[config.mk]
export PLATFORM = sky130hd
export DESIGN_NAME = i2c_mem_slave
export DESIGN_NICKNAME = d
export VERILOG_FILES = /design/src/rtl/i2c_mem_pkg.sv /design/src/rtl/i2c_line_sync.sv /design/src/rtl/i2c_addr_ptr.sv /design/src/rtl/i2c_mem_slave.sv
export SDC_FILE = /design/constraint.sdc
export NUM_CORES = 1
export LEC_CHECK = 0
export ABC_AREA = 0
export BUFFER_PORTS_ARGS = -buffer_cell sky130_fd_sc_hd__buf_4
export CORE_ASPECT_RATIO = 0.7
export CORE_MARGIN = 1.5
export CORE_UTILIZATION = 56
export DETAILED_ROUTE_END_ITERATION = 10
export PLACE_DENSITY = 0.79
export SLEW_MARGIN = 10
export SYNTH_ARGS = -nofsm -noshare
export SYNTH_HDL_FRONTEND = slang
export SYNTH_HIERARCHICAL = 1
export SYNTH_SLANG_ARGS = --single-unit
[constraint.sdc]
create_clock -name clk -period 3.95 [get_ports clk]
set_clock_uncertainty 0.15 [all_clocks]
set_input_delay 0.395 -clock clk [delete_from_list [all_inputs] [get_ports clk]]
set_output_delay 0.395 -clock clk [all_outputs]
set_load 0.01 [all_outputs]
[src/rtl/i2c_mem_pkg.sv]
package i2c_mem_pkg;

    localparam int          BYTE_W   = 8;
    localparam logic [3:0]  DEV_CODE = 4'b1010;

    typedef enum logic [2:0] {
        ST_IDLE,
        ST_CTRL,
        ST_ADDR_HI,
        ST_ADDR_LO,
        ST_WDATA,
        ST_RDATA
    } eng_state_e;

    typedef struct packed {
        logic level;
        logic rise;
        logic fall;
    } line_ev_t;

    function automatic logic ctrl_hit(input logic [7:0] b, input logic [2:0] strap);
        return (b[7:4] == DEV_CODE) && (b[3:1] == strap);
    endfunction

    function automatic logic is_rx_state(input eng_state_e s);
        return (s == ST_CTRL) || (s == ST_ADDR_HI) || (s == ST_ADDR_LO) || (s == ST_WDATA);
    endfunction

endpackage

[src/rtl/i2c_line_sync.sv]
module i2c_line_sync
    import i2c_mem_pkg::*;
#(
    parameter int STAGES = 2
) (
    input  logic     clk,
    input  logic     rst,
    input  logic     din,
    output line_ev_t ev
);
    // sh[STAGES-1] is the synchronised level, sh[STAGES] its previous value
    logic [STAGES:0] sh;

    always_ff @(posedge clk) begin
        if (rst) sh <= '1;
        else     sh <= {sh[STAGES-1:0], din};
    end

    always_comb begin
        ev.level = sh[STAGES-1];
        ev.rise  = sh[STAGES-1] & ~sh[STAGES];
        ev.fall  = ~sh[STAGES-1] & sh[STAGES];
    end
endmodule

[src/rtl/i2c_addr_ptr.sv]
module i2c_addr_ptr #(
    parameter int ADDR_W = 15
) (
    input  logic              clk,
    input  logic              rst,
    input  logic              load_hi,
    input  logic              load_lo,
    input  logic              step,
    input  logic [7:0]        byte_in,
    output logic [ADDR_W-1:0] ptr
);
    localparam int HI_W = ADDR_W - 8;
    localparam logic [ADDR_W-1:0] ONE = 1;

    always_ff @(posedge clk) begin
        if (rst) begin
            ptr <= '0;
        end else if (load_hi) begin
            ptr[ADDR_W-1:8] <= byte_in[HI_W-1:0];
        end else if (load_lo) begin
            ptr[7:0] <= byte_in;
        end else if (step) begin
            ptr <= ptr + ONE;
        end
    end


    ptr_wrap_chk: assert property (@(posedge clk) disable iff (rst)
        (step && !load_hi && !load_lo && ptr == '1) |=> (ptr == '0));


    hi_keeps_lo_chk: assert property (@(posedge clk) disable iff (rst)
        load_hi |=> (ptr[7:0] == $past(ptr[7:0])));
endmodule

[src/rtl/i2c_mem_slave.sv]
module i2c_mem_slave
    import i2c_mem_pkg::*;
#(
    parameter int ADDR_W      = 15,
    parameter int SYNC_STAGES = 2
) (
    input  logic              clk,
    input  logic              rst,
    input  logic              scl_i,
    input  logic              sda_i,
    output logic              sda_oe,
    input  logic [2:0]        strap_i,
    input  logic              busy_i,
    output logic              mem_rd_en,
    output logic [ADDR_W-1:0] mem_addr,
    input  logic [7:0]        mem_rd_data,
    output logic              wr_valid,
    output logic [ADDR_W-1:0] wr_addr,
    output logic [7:0]        wr_data,
    output logic              wr_commit
);
    localparam int         CNT_W   = 4;
    localparam logic [CNT_W-1:0] CNT_ACK = 4'd8;
    localparam logic [CNT_W-1:0] CNT_END = 4'd9;
    localparam logic [CNT_W-1:0] CNT_ONE = 4'd1;

    // ---- line synchronisers (index 0: clock line, 1: data line)
    line_ev_t   lines [2];
    logic [1:0] raw;
    assign raw = {sda_i, scl_i};

    for (genvar g = 0; g < 2; g++) begin : g_sync
        i2c_line_sync #(.STAGES(SYNC_STAGES)) u_sync (
            .clk (clk),
            .rst (rst),
            .din (raw[g]),
            .ev  (lines[g])
        );
    end

    line_ev_t scl_ev, sda_ev;
    assign scl_ev = lines[0];
    assign sda_ev = lines[1];

    logic bus_start, bus_stop;
    assign bus_start = sda_ev.fall & scl_ev.level;
    assign bus_stop  = sda_ev.rise & scl_ev.level;

    // ---- engine state
    eng_state_e       state;
    logic [CNT_W-1:0] bitcnt;
    logic [7:0]       rx_sh;
    logic [7:0]       tx_sh;
    logic             is_read;
    logic             mack;
    logic             got_data;
    logic             rd_pend;
    logic [ADDR_W-1:0] ptr;

    logic ack_begin, frame_end, ctrl_ok, rd_req;
    logic ld_hi, ld_lo, ptr_step;

    assign ack_begin = scl_ev.fall && (bitcnt == CNT_ACK) && (state != ST_IDLE)
                       && !bus_start && !bus_stop;
    assign frame_end = scl_ev.fall && (bitcnt == CNT_END) && (state != ST_IDLE)
                       && !bus_start && !bus_stop;
    assign ctrl_ok   = ctrl_hit(rx_sh, strap_i) && !busy_i;

    assign ld_hi    = ack_begin && (state == ST_ADDR_HI) && !busy_i;
    assign ld_lo    = ack_begin && (state == ST_ADDR_LO) && !busy_i;
    assign ptr_step = ack_begin && (((state == ST_WDATA) && !busy_i) || (state == ST_RDATA));

    assign rd_req = (ack_begin && (state == ST_CTRL) && ctrl_ok && rx_sh[0])
                 || ((state == ST_RDATA) && scl_ev.rise && (bitcnt == CNT_ACK)
                     && !bus_start && !bus_stop);

    assign mem_rd_en = rd_req;
    assign mem_addr  = ptr;

    i2c_addr_ptr #(.ADDR_W(ADDR_W)) u_ptr (
        .clk     (clk),
        .rst     (rst),
        .load_hi (ld_hi),
        .load_lo (ld_lo),
        .step    (ptr_step),
        .byte_in (rx_sh),
        .ptr     (ptr)
    );

    always_ff @(posedge clk) begin
        if (rst) begin
            state     <= ST_IDLE;
            bitcnt    <= '0;
            rx_sh     <= '0;
            tx_sh     <= '0;
            is_read   <= 1'b0;
            mack      <= 1'b0;
            got_data  <= 1'b0;
            rd_pend   <= 1'b0;
            sda_oe    <= 1'b0;
            wr_valid  <= 1'b0;
            wr_addr   <= '0;
            wr_data   <= '0;
            wr_commit <= 1'b0;
        end else begin
            wr_valid  <= 1'b0;
            wr_commit <= 1'b0;
            rd_pend   <= rd_req;
            if (rd_pend) tx_sh <= mem_rd_data;

            if (bus_stop) begin
                if (state == ST_WDATA && got_data && bitcnt <= CNT_ONE)
                    wr_commit <= 1'b1;
                state  <= ST_IDLE;
                bitcnt <= '0;
                sda_oe <= 1'b0;
            end else if (bus_start) begin
                state    <= ST_CTRL;
                bitcnt   <= '0;
                sda_oe   <= 1'b0;
                got_data <= 1'b0;
            end else if (state != ST_IDLE) begin
                if (scl_ev.rise && bitcnt < CNT_END) begin
                    bitcnt <= bitcnt + CNT_ONE;
                    if (bitcnt < CNT_ACK) rx_sh <= {rx_sh[6:0], sda_ev.level};
                    if (bitcnt == CNT_ACK) mack <= ~sda_ev.level;
                end

                if (ack_begin) begin
                    case (state)
                        ST_CTRL: begin
                            if (ctrl_ok) begin
                                sda_oe  <= 1'b1;
                                is_read <= rx_sh[0];
                            end else begin
                                sda_oe <= 1'b0;
                                state  <= ST_IDLE;
                            end
                        end
                        ST_ADDR_HI, ST_ADDR_LO: begin
                            if (!busy_i) sda_oe <= 1'b1;
                            else         state  <= ST_IDLE;
                        end
                        ST_WDATA: begin
                            if (!busy_i) begin
                                sda_oe   <= 1'b1;
                                wr_valid <= 1'b1;
                                wr_addr  <= ptr;
                                wr_data  <= rx_sh;
                                got_data <= 1'b1;
                            end else begin
                                state <= ST_IDLE;
                            end
                        end
                        default: sda_oe <= 1'b0;
                    endcase
                end else if (frame_end) begin
                    bitcnt <= '0;
                    case (state)
                        ST_CTRL: begin
                            state  <= is_read ? ST_RDATA : ST_ADDR_HI;
                            sda_oe <= is_read ? ~tx_sh[7] : 1'b0;
                        end
                        ST_ADDR_HI: begin
                            state  <= ST_ADDR_LO;
                            sda_oe <= 1'b0;
                        end
                        ST_ADDR_LO: begin
                            state  <= ST_WDATA;
                            sda_oe <= 1'b0;
                        end
                        ST_WDATA: sda_oe <= 1'b0;
                        ST_RDATA: begin
                            if (mack) begin
                                sda_oe <= ~tx_sh[7];
                            end else begin
                                sda_oe <= 1'b0;
                                state  <= ST_IDLE;
                            end
                        end
                        default: sda_oe <= 1'b0;
                    endcase
                end else if (scl_ev.fall && state == ST_RDATA
                             && bitcnt >= CNT_ONE && bitcnt < CNT_ACK) begin
                    sda_oe <= ~tx_sh[~bitcnt[2:0]];
                end
            end
        end
    end


    oe_scl_low_chk: assert property (@(posedge clk) disable iff (rst)
        (sda_oe != $past(sda_oe)) |-> !scl_ev.level);


    ctrl_mismatch_chk: assert property (@(posedge clk) disable iff (rst)
        (ack_begin && state == ST_CTRL && rx_sh[7:4] != DEV_CODE)
        |=> (!sda_oe && state == ST_IDLE));


    busy_noack_chk: assert property (@(posedge clk) disable iff (rst)
        (ack_begin && busy_i && is_rx_state(state)) |=> !sda_oe);


    wr_pulse_chk: assert property (@(posedge clk) disable iff (rst)
        wr_valid |=> !wr_valid);
endmodule

==> results.sh, run 1 <==
export IMPL_drt_iter0_markers=359
export IMPL_async_flop_share_pct=0
export IMPL_cts_max_level=3
export IMPL_crit_path_start_kind="register"
export IMPL_status="finished clean"
export IMPL_clock_sinks=74
export IMPL_holdPathStages=2
export IMPL_finalCriticalPeriod_ps=3230
export IMPL_drt_total_wl_um=8940
export IMPL_dr_pass1_iters=6
export IMPL_nets=494
export IMPL_worstSetupEndpointType="register"
export IMPL_crit_required_ps=4050
export IMPL_path_class="register to register"
export IMPL_tightest_slew_ps=883
export IMPL_layout_common_cells="74 x dfxtp_1, 66 x nand2_1, 62 x buf_4"
export IMPL_hp_class="primary input to register"
export IMPL_cts_tree="yes"
export IMPL_place_congestion=0.956
export IMPL_finalSetupViolations=0
export IMPL_ant_nets=0
export IMPL_fin_cells=557
export IMPL_grt_remaining_overflow=0
export IMPL_cp_slowest_cell="or3_1"
export IMPL_antenna_found_initial=0
export IMPL_synth_seq_cells=74
export IMPL_area_growth_pct=16.7
export IMPL_post_route_period_util_pct=81.8
export IMPL_crit_chain="and2b_1, o21ai_2, nand4_4, or3_1, buf_4, o21ai_0, nand4b_4, nor4_2, xor2_1, o21a_1"
export IMPL_drc=0
export IMPL_place_detailed_hpwl_um=6070
export IMPL_rr_worst_depth=10
export IMPL_cts_buffers=9
export IMPL_final_common_cell="dfxtp_1"
export IMPL_portBuffers=57
export IMPL_rows=24
export IMPL_dr_total_vias=3261
export IMPL_grt_pass1_vias=2924
export IMPL_tns_ps=0
export IMPL_start_util_pct=58.4
export IMPL_power_density_nw_per_um2=315
export IMPL_grt_usage_pct=26.3
export IMPL_die_area_um2=7010
export IMPL_hold_viol=0
export IMPL_ir_drop_v=0.000270
export IMPL_reg2reg_slack_ps=720
export IMPL_die_w_um=99.4
export IMPL_syn_avg_cell_area_um2=8.52
export IMPL_grt_max_degree=70
export IMPL_post_cts_setup_buffers=0
export IMPL_r2r_end="u_ptr/ptr[12]"
export IMPL_crit_family="simple AND/OR/NAND/NOR gates"
export IMPL_grt_first_pass_wirelength_um=14500
export IMPL_ctsRootBufferMaster="clkbuf_8"
export IMPL_n_antenna_cell=0
export IMPL_die_h_um=70.5
export IMPL_rsz0062_at_grt="no"
export IMPL_ys_seq_area_share_pct=40.6
export IMPL_crit_arrival_ps=3330
export IMPL_ctsHoldBuffers=0
export IMPL_cts_resized=0
export IMPL_clock_latency_ps=360
export IMPL_drv_slew=0
export IMPL_path_clk_slew_ps=80
export IMPL_syn_inst=428
export IMPL_ys_types=63
export IMPL_synth_area_um2=3640
export IMPL_min_to="g_sync[0].u_sync/sh[0]"
export IMPL_max_cap_viol_count=0
export IMPL_min_from="scl_i"
export IMPL_worstReg2RegStart="g_sync[1].u_sync/sh[1]"
export IMPL_core_um2=6250
export IMPL_layout_drive_gt1_share_pct=20.9
export IMPL_crit_buf_inv=1
export IMPL_slowest_delay_ps=400
export IMPL_max_slew_margin_pct=41.2
export IMPL_synth_nets=448
export IMPL_placed_cells=541
export IMPL_p_leak_nw=1.65
export IMPL_path_depth=10
export IMPL_ys_warn_count=6
export IMPL_cts_buffer_depth=2
export IMPL_synth_flop_cell="dfxtp_1"
export IMPL_io_pins=58
export IMPL_wl_per_cell_um=16.0
export IMPL_cp_max_fo=25
export IMPL_via_per_inst=5.85
export IMPL_timing_fmax_ghz=0.309
export IMPL_synth_edf_count=0
[layout make-up]
cell class	instances	area, um^2
Clock buffer	10	138
Inverter	17	63.8
Multi-Input combinational cell	310	1960
Timing Repair Buffer	62	465
Clock inverter	6	47.5
Fill cell	507	1990
Sequential cell	74	1480
Tap cell	78	97.6
[where the power goes]
group	switching, mW	leakage, nW	internal, mW
clock network	0.288	0.0933	0.250
logic	0.0288	0.960	0.0196
registers	0.00309	0.597	0.748
total	0.320	1.65	1.02
[through the flow]
stage	power [mW]	util [%]	setup slack [ps]	hold WS [ps]	area, um^2
floorplan	0.797	-	1060	235	3640
global placement	0.816	65.1	897	242	4070
detailed placement	0.816	65.1	765	242	4070
CTS	1.35	68.1	744	47.8	4250
global route	1.39	68.1	481	49.2	4250
finish	1.34	68.1	719	62.7	4250
[worst register-to-register path, cell delays in order, from the launching register on]
cell and delay [ps]:
dfxtp_1 360, and2b_1 210, o21ai_2 360, nand4_4 260, or3_1 400, buf_4 230
o21ai_0 320, nand4b_4 270, nor4_2 300, xor2_1 110, o21a_1 170
[state kept, by name (all words and copies together) (netlist names), 3 cells and up]
signal,cells
rx_sh,8
bitcnt,4
u_ptr/ptr,15
tx_sh,8
state,3
wr_addr,15
g_sync.u_sync/sh,6
wr_data,8
[routing by layer]
metal	GRT usage, %	part of all wire [%]
met1	40.6	48
met2	35.5	41
met3	7.61	10
met4	7.20	1.1
met5	0	0
[Yosys cell counts (2+ instances only)]
cell	n	share of area, %
a211oi_1	3	0.62
a21oi_1	47	6.5
a221o_1	2	0.55
a311oi_1	2	0.48
a31oi_1	3	0.51
and2b_1	2	0.41
buf_2	10	1.4
buf_4	2	0.41
buf_6	4	1.2
clkbuf_1	11	1.1
dfxtp_1	74	41
ha_1	4	1.4
inv_1	17	1.8
mux2i_1	19	5.2
mux4_2	2	1.2
nand2_1	66	6.8
nand2b_1	6	1.0
nand3_1	8	1.1
nand4_1	7	1.2
nor2_1	35	3.6
nor2b_1	6	1.0
nor3_1	6	0.82
nor3_2	2	0.55
nor3b_1	3	0.62
nor4_1	7	1.2
nor4_2	5	1.7
o21a_1	8	1.6
o21ai_0	10	1.4
o21bai_1	2	0.41
o22ai_1	2	0.34
o31ai_1	3	0.62
or2_1	7	1.2
or3_1	2	0.34
xnor2_1	4	0.96
xor2_1	9	2.2
[worst max-delay path by stage]
stage / from / end / slack [ps]
global route: g_sync[1].u_sync/sh[1] / u_ptr/ptr[12] / 480
floorplan: g_sync[1].u_sync/sh[1] / u_ptr/ptr[12] / 1060
finish: g_sync[1].u_sync/sh[1] / u_ptr/ptr[12] / 720
CTS: g_sync[1].u_sync/sh[1] / u_ptr/ptr[12] / 740
detailed placement: g_sync[1].u_sync/sh[1] / u_ptr/ptr[12] / 770
global placement: g_sync[1].u_sync/sh[1] / u_ptr/ptr[13] / 900
[logic make-up after synthesis]
logic type	share of synthesized area [%]
and+or+nand+nor	26.4
AOI/OAI and AO/OA	16.1
DFF	40.6
buffers and inverters	5.90
muxes	6.45
xor gates and xnor gates	3.12
adders and majority gates	1.37
No activity file was read; power rests on OpenSTA's default activity.
==> inputs of run 2 (changes only) <==
==> constraint.sdc (replaced) <==
create_clock -name clk -period 3.1 [get_ports clk]
set_clock_uncertainty 0.15 [all_clocks]
set_input_delay 0.31 -clock clk [delete_from_list [all_inputs] [get_ports clk]]
set_output_delay 0.31 -clock clk [all_outputs]
set_load 0.01 [all_outputs]
==> results.sh, run 2 (synthesis gave the netlist of run 1 again) <==
export IMPL_status="finished clean"
export IMPL_layout_common_cells="74 x dfxtp_1, 67 x buf_4, 66 x nand2_1"
export IMPL_tns_ps=0
export IMPL_grt_max_degree=70
export IMPL_portBuffers=57
export IMPL_nets=501
export IMPL_core_um2=6250
export IMPL_cts_buffer_depth=2
export IMPL_multi_input_area_um2=1960
export IMPL_crit_required_ps=3150
export IMPL_dr_total_vias=3379
export IMPL_grt_usage_pct=27.8
export IMPL_path_clk_slew_ps=80
export IMPL_place_congestion=0.984
export IMPL_start_util_pct=58.4
export IMPL_drt_total_wl_um=9490
export IMPL_drc=0
export IMPL_layout_drive_gt1_share_pct=21.6
export IMPL_grt_remaining_overflow=0
export IMPL_max_cap_viol_count=0
export IMPL_crit_arrival_ps=2820
export IMPL_power_density_nw_per_um2=411
export IMPL_finalSetupViolations=0
export IMPL_die_w_um=99.4
export IMPL_crit_chain="and2b_1, and3b_2, nand4_4, or3_1, o21ai_0, buf_4, o21ba_2, o21ai_0, a2bb2oi_1, nor2_1"
export IMPL_timing_fmax_ghz=0.361
export IMPL_cts_buffers=9
export IMPL_hold_viol=0
export IMPL_tightest_slew_ps=666
export IMPL_drv_slew=0
export IMPL_worst_slack_ps=329
export IMPL_rows=24
export IMPL_cp_slowest_cell="or3_1"
export IMPL_ff_latch_area_um2=1480
export IMPL_place_detailed_hpwl_um=6600
export IMPL_ir_drop_v=0.000471
export IMPL_cp_max_fo=11
export IMPL_max_slew_margin_pct=55.6
export IMPL_ant_nets=0
export IMPL_die_area_um2=7010
export IMPL_nFillCells=499
export IMPL_crit_buf_inv=1
export IMPL_grt_pass1_vias=3002
export IMPL_area_growth_pct=18.7
export IMPL_post_route_period_util_pct=89.4
export IMPL_crit_path_start_kind="register"
export IMPL_cts_tree="yes"
export IMPL_place_ws_ps=446
export IMPL_clock_sinks=74
export IMPL_drt_iter0_markers=305
export IMPL_path_class="register to register"
export IMPL_grt_first_pass_wirelength_um=15300
export IMPL_antenna_found_initial=0
export IMPL_rsz0062_at_grt="no"
export IMPL_hp_class="primary input to register"
export IMPL_crit_family="simple AND/OR/NAND/NOR gates"
export IMPL_clock_latency_ps=340
export IMPL_n_antenna_cell=0
export IMPL_slowest_delay_ps=420
export IMPL_utilization_pct=69.3
export IMPL_p_leak_nw=1.69
export IMPL_finalCriticalPeriod_ps=2770
export IMPL_final_common_cell="dfxtp_1"
export IMPL_worstSetupEndpointType="register"
export IMPL_reg_top3="u_ptr/ptr (15), wr_addr (15)"
export IMPL_io_pins=58
export IMPL_die_h_um=70.5
export IMPL_cts_resized=0
export IMPL_via_per_inst=5.99
export IMPL_dr_pass1_iters=5
export IMPL_cts_max_level=3
export IMPL_wl_per_cell_um=16.8
export IMPL_post_cts_setup_buffers=0
export IMPL_crit_top_cell="o21ai_0"
export IMPL_finalPower_mw=1.78
export IMPL_ctsRootBufferMaster="clkbuf_8"
[run 2: where the power goes]
part,total (mW),switching (mW),internal [mW],leakage [nW]
Sequential,0.957,0.00415,0.953,0.597
Clock,0.759,0.381,0.377,0.0998
Combinational,0.0642,0.0366,0.0276,0.995
Total,1.78,0.422,1.36,1.69
[run 2: worst reg2reg max path: stages (launching register included)]
cell       delay [ps]
dfxtp_1           390
and2b_1           240
and3b_2           260
nand4_4           200
or3_1             420
o21ai_0            90
buf_4             170
o21ba_2           280
o21ai_0           150
a2bb2oi_1         210
nor2_1             70
[run 2: metrics by stage]
stage                     hold slack [ps]  instance area, um^2  std cells
after floorplan                       235                 3640        428
after global placement                243                 4110        546
after detailed placement              242                 4110        546
after CTS                            51.8                 4330        564
after global routing                 72.8                 4330        564
final                                54.7                 4330        564
[run 2: area by class of cell]
class	count	area share, %
Timing Repair Buffer	69	12.1
Sequential cell	74	34.2
Multi-Input combinational cell	310	45.3
Inverter	17	1.47
Tap cell	78	2.25
Clock inverter	7	1.79
Clock buffer	9	2.86
[run 2: path summary, 6_finish.rpt]
kind / from / end / slack (ps) / cells after the start
setup / recovery: g_sync[0].u_sync/sh[1] / u_ptr/ptr[2] / 330 / 10
hold / removal: mem_rd_data[2] / tx_sh[2] / 50 / 3
setup reg to reg: g_sync[0].u_sync/sh[1] / u_ptr/ptr[2] / 330 / 10
hold reg to reg: g_sync[1].u_sync/sh[0] / g_sync[1].u_sync/sh[1] / 260 / 1
[run 2: routing by layer]
metal  up-vias  GRT usage [%]  part of all wire (%)
li1       1600              -                     -
met4         0           5.95                  0.46
met5         -              0                     0
met1      1595           42.8                    47
met3         7           6.31                   8.4
met2       177           39.8                    44
[run 2: what timing repair did]
| item | CTS | global route |
|---|---|---|
| endpoints found under the hold margin | 2 | 0 |
| endpoints found under the setup margin | 0 | 0 |
| hold buffers | 2 | 0 |
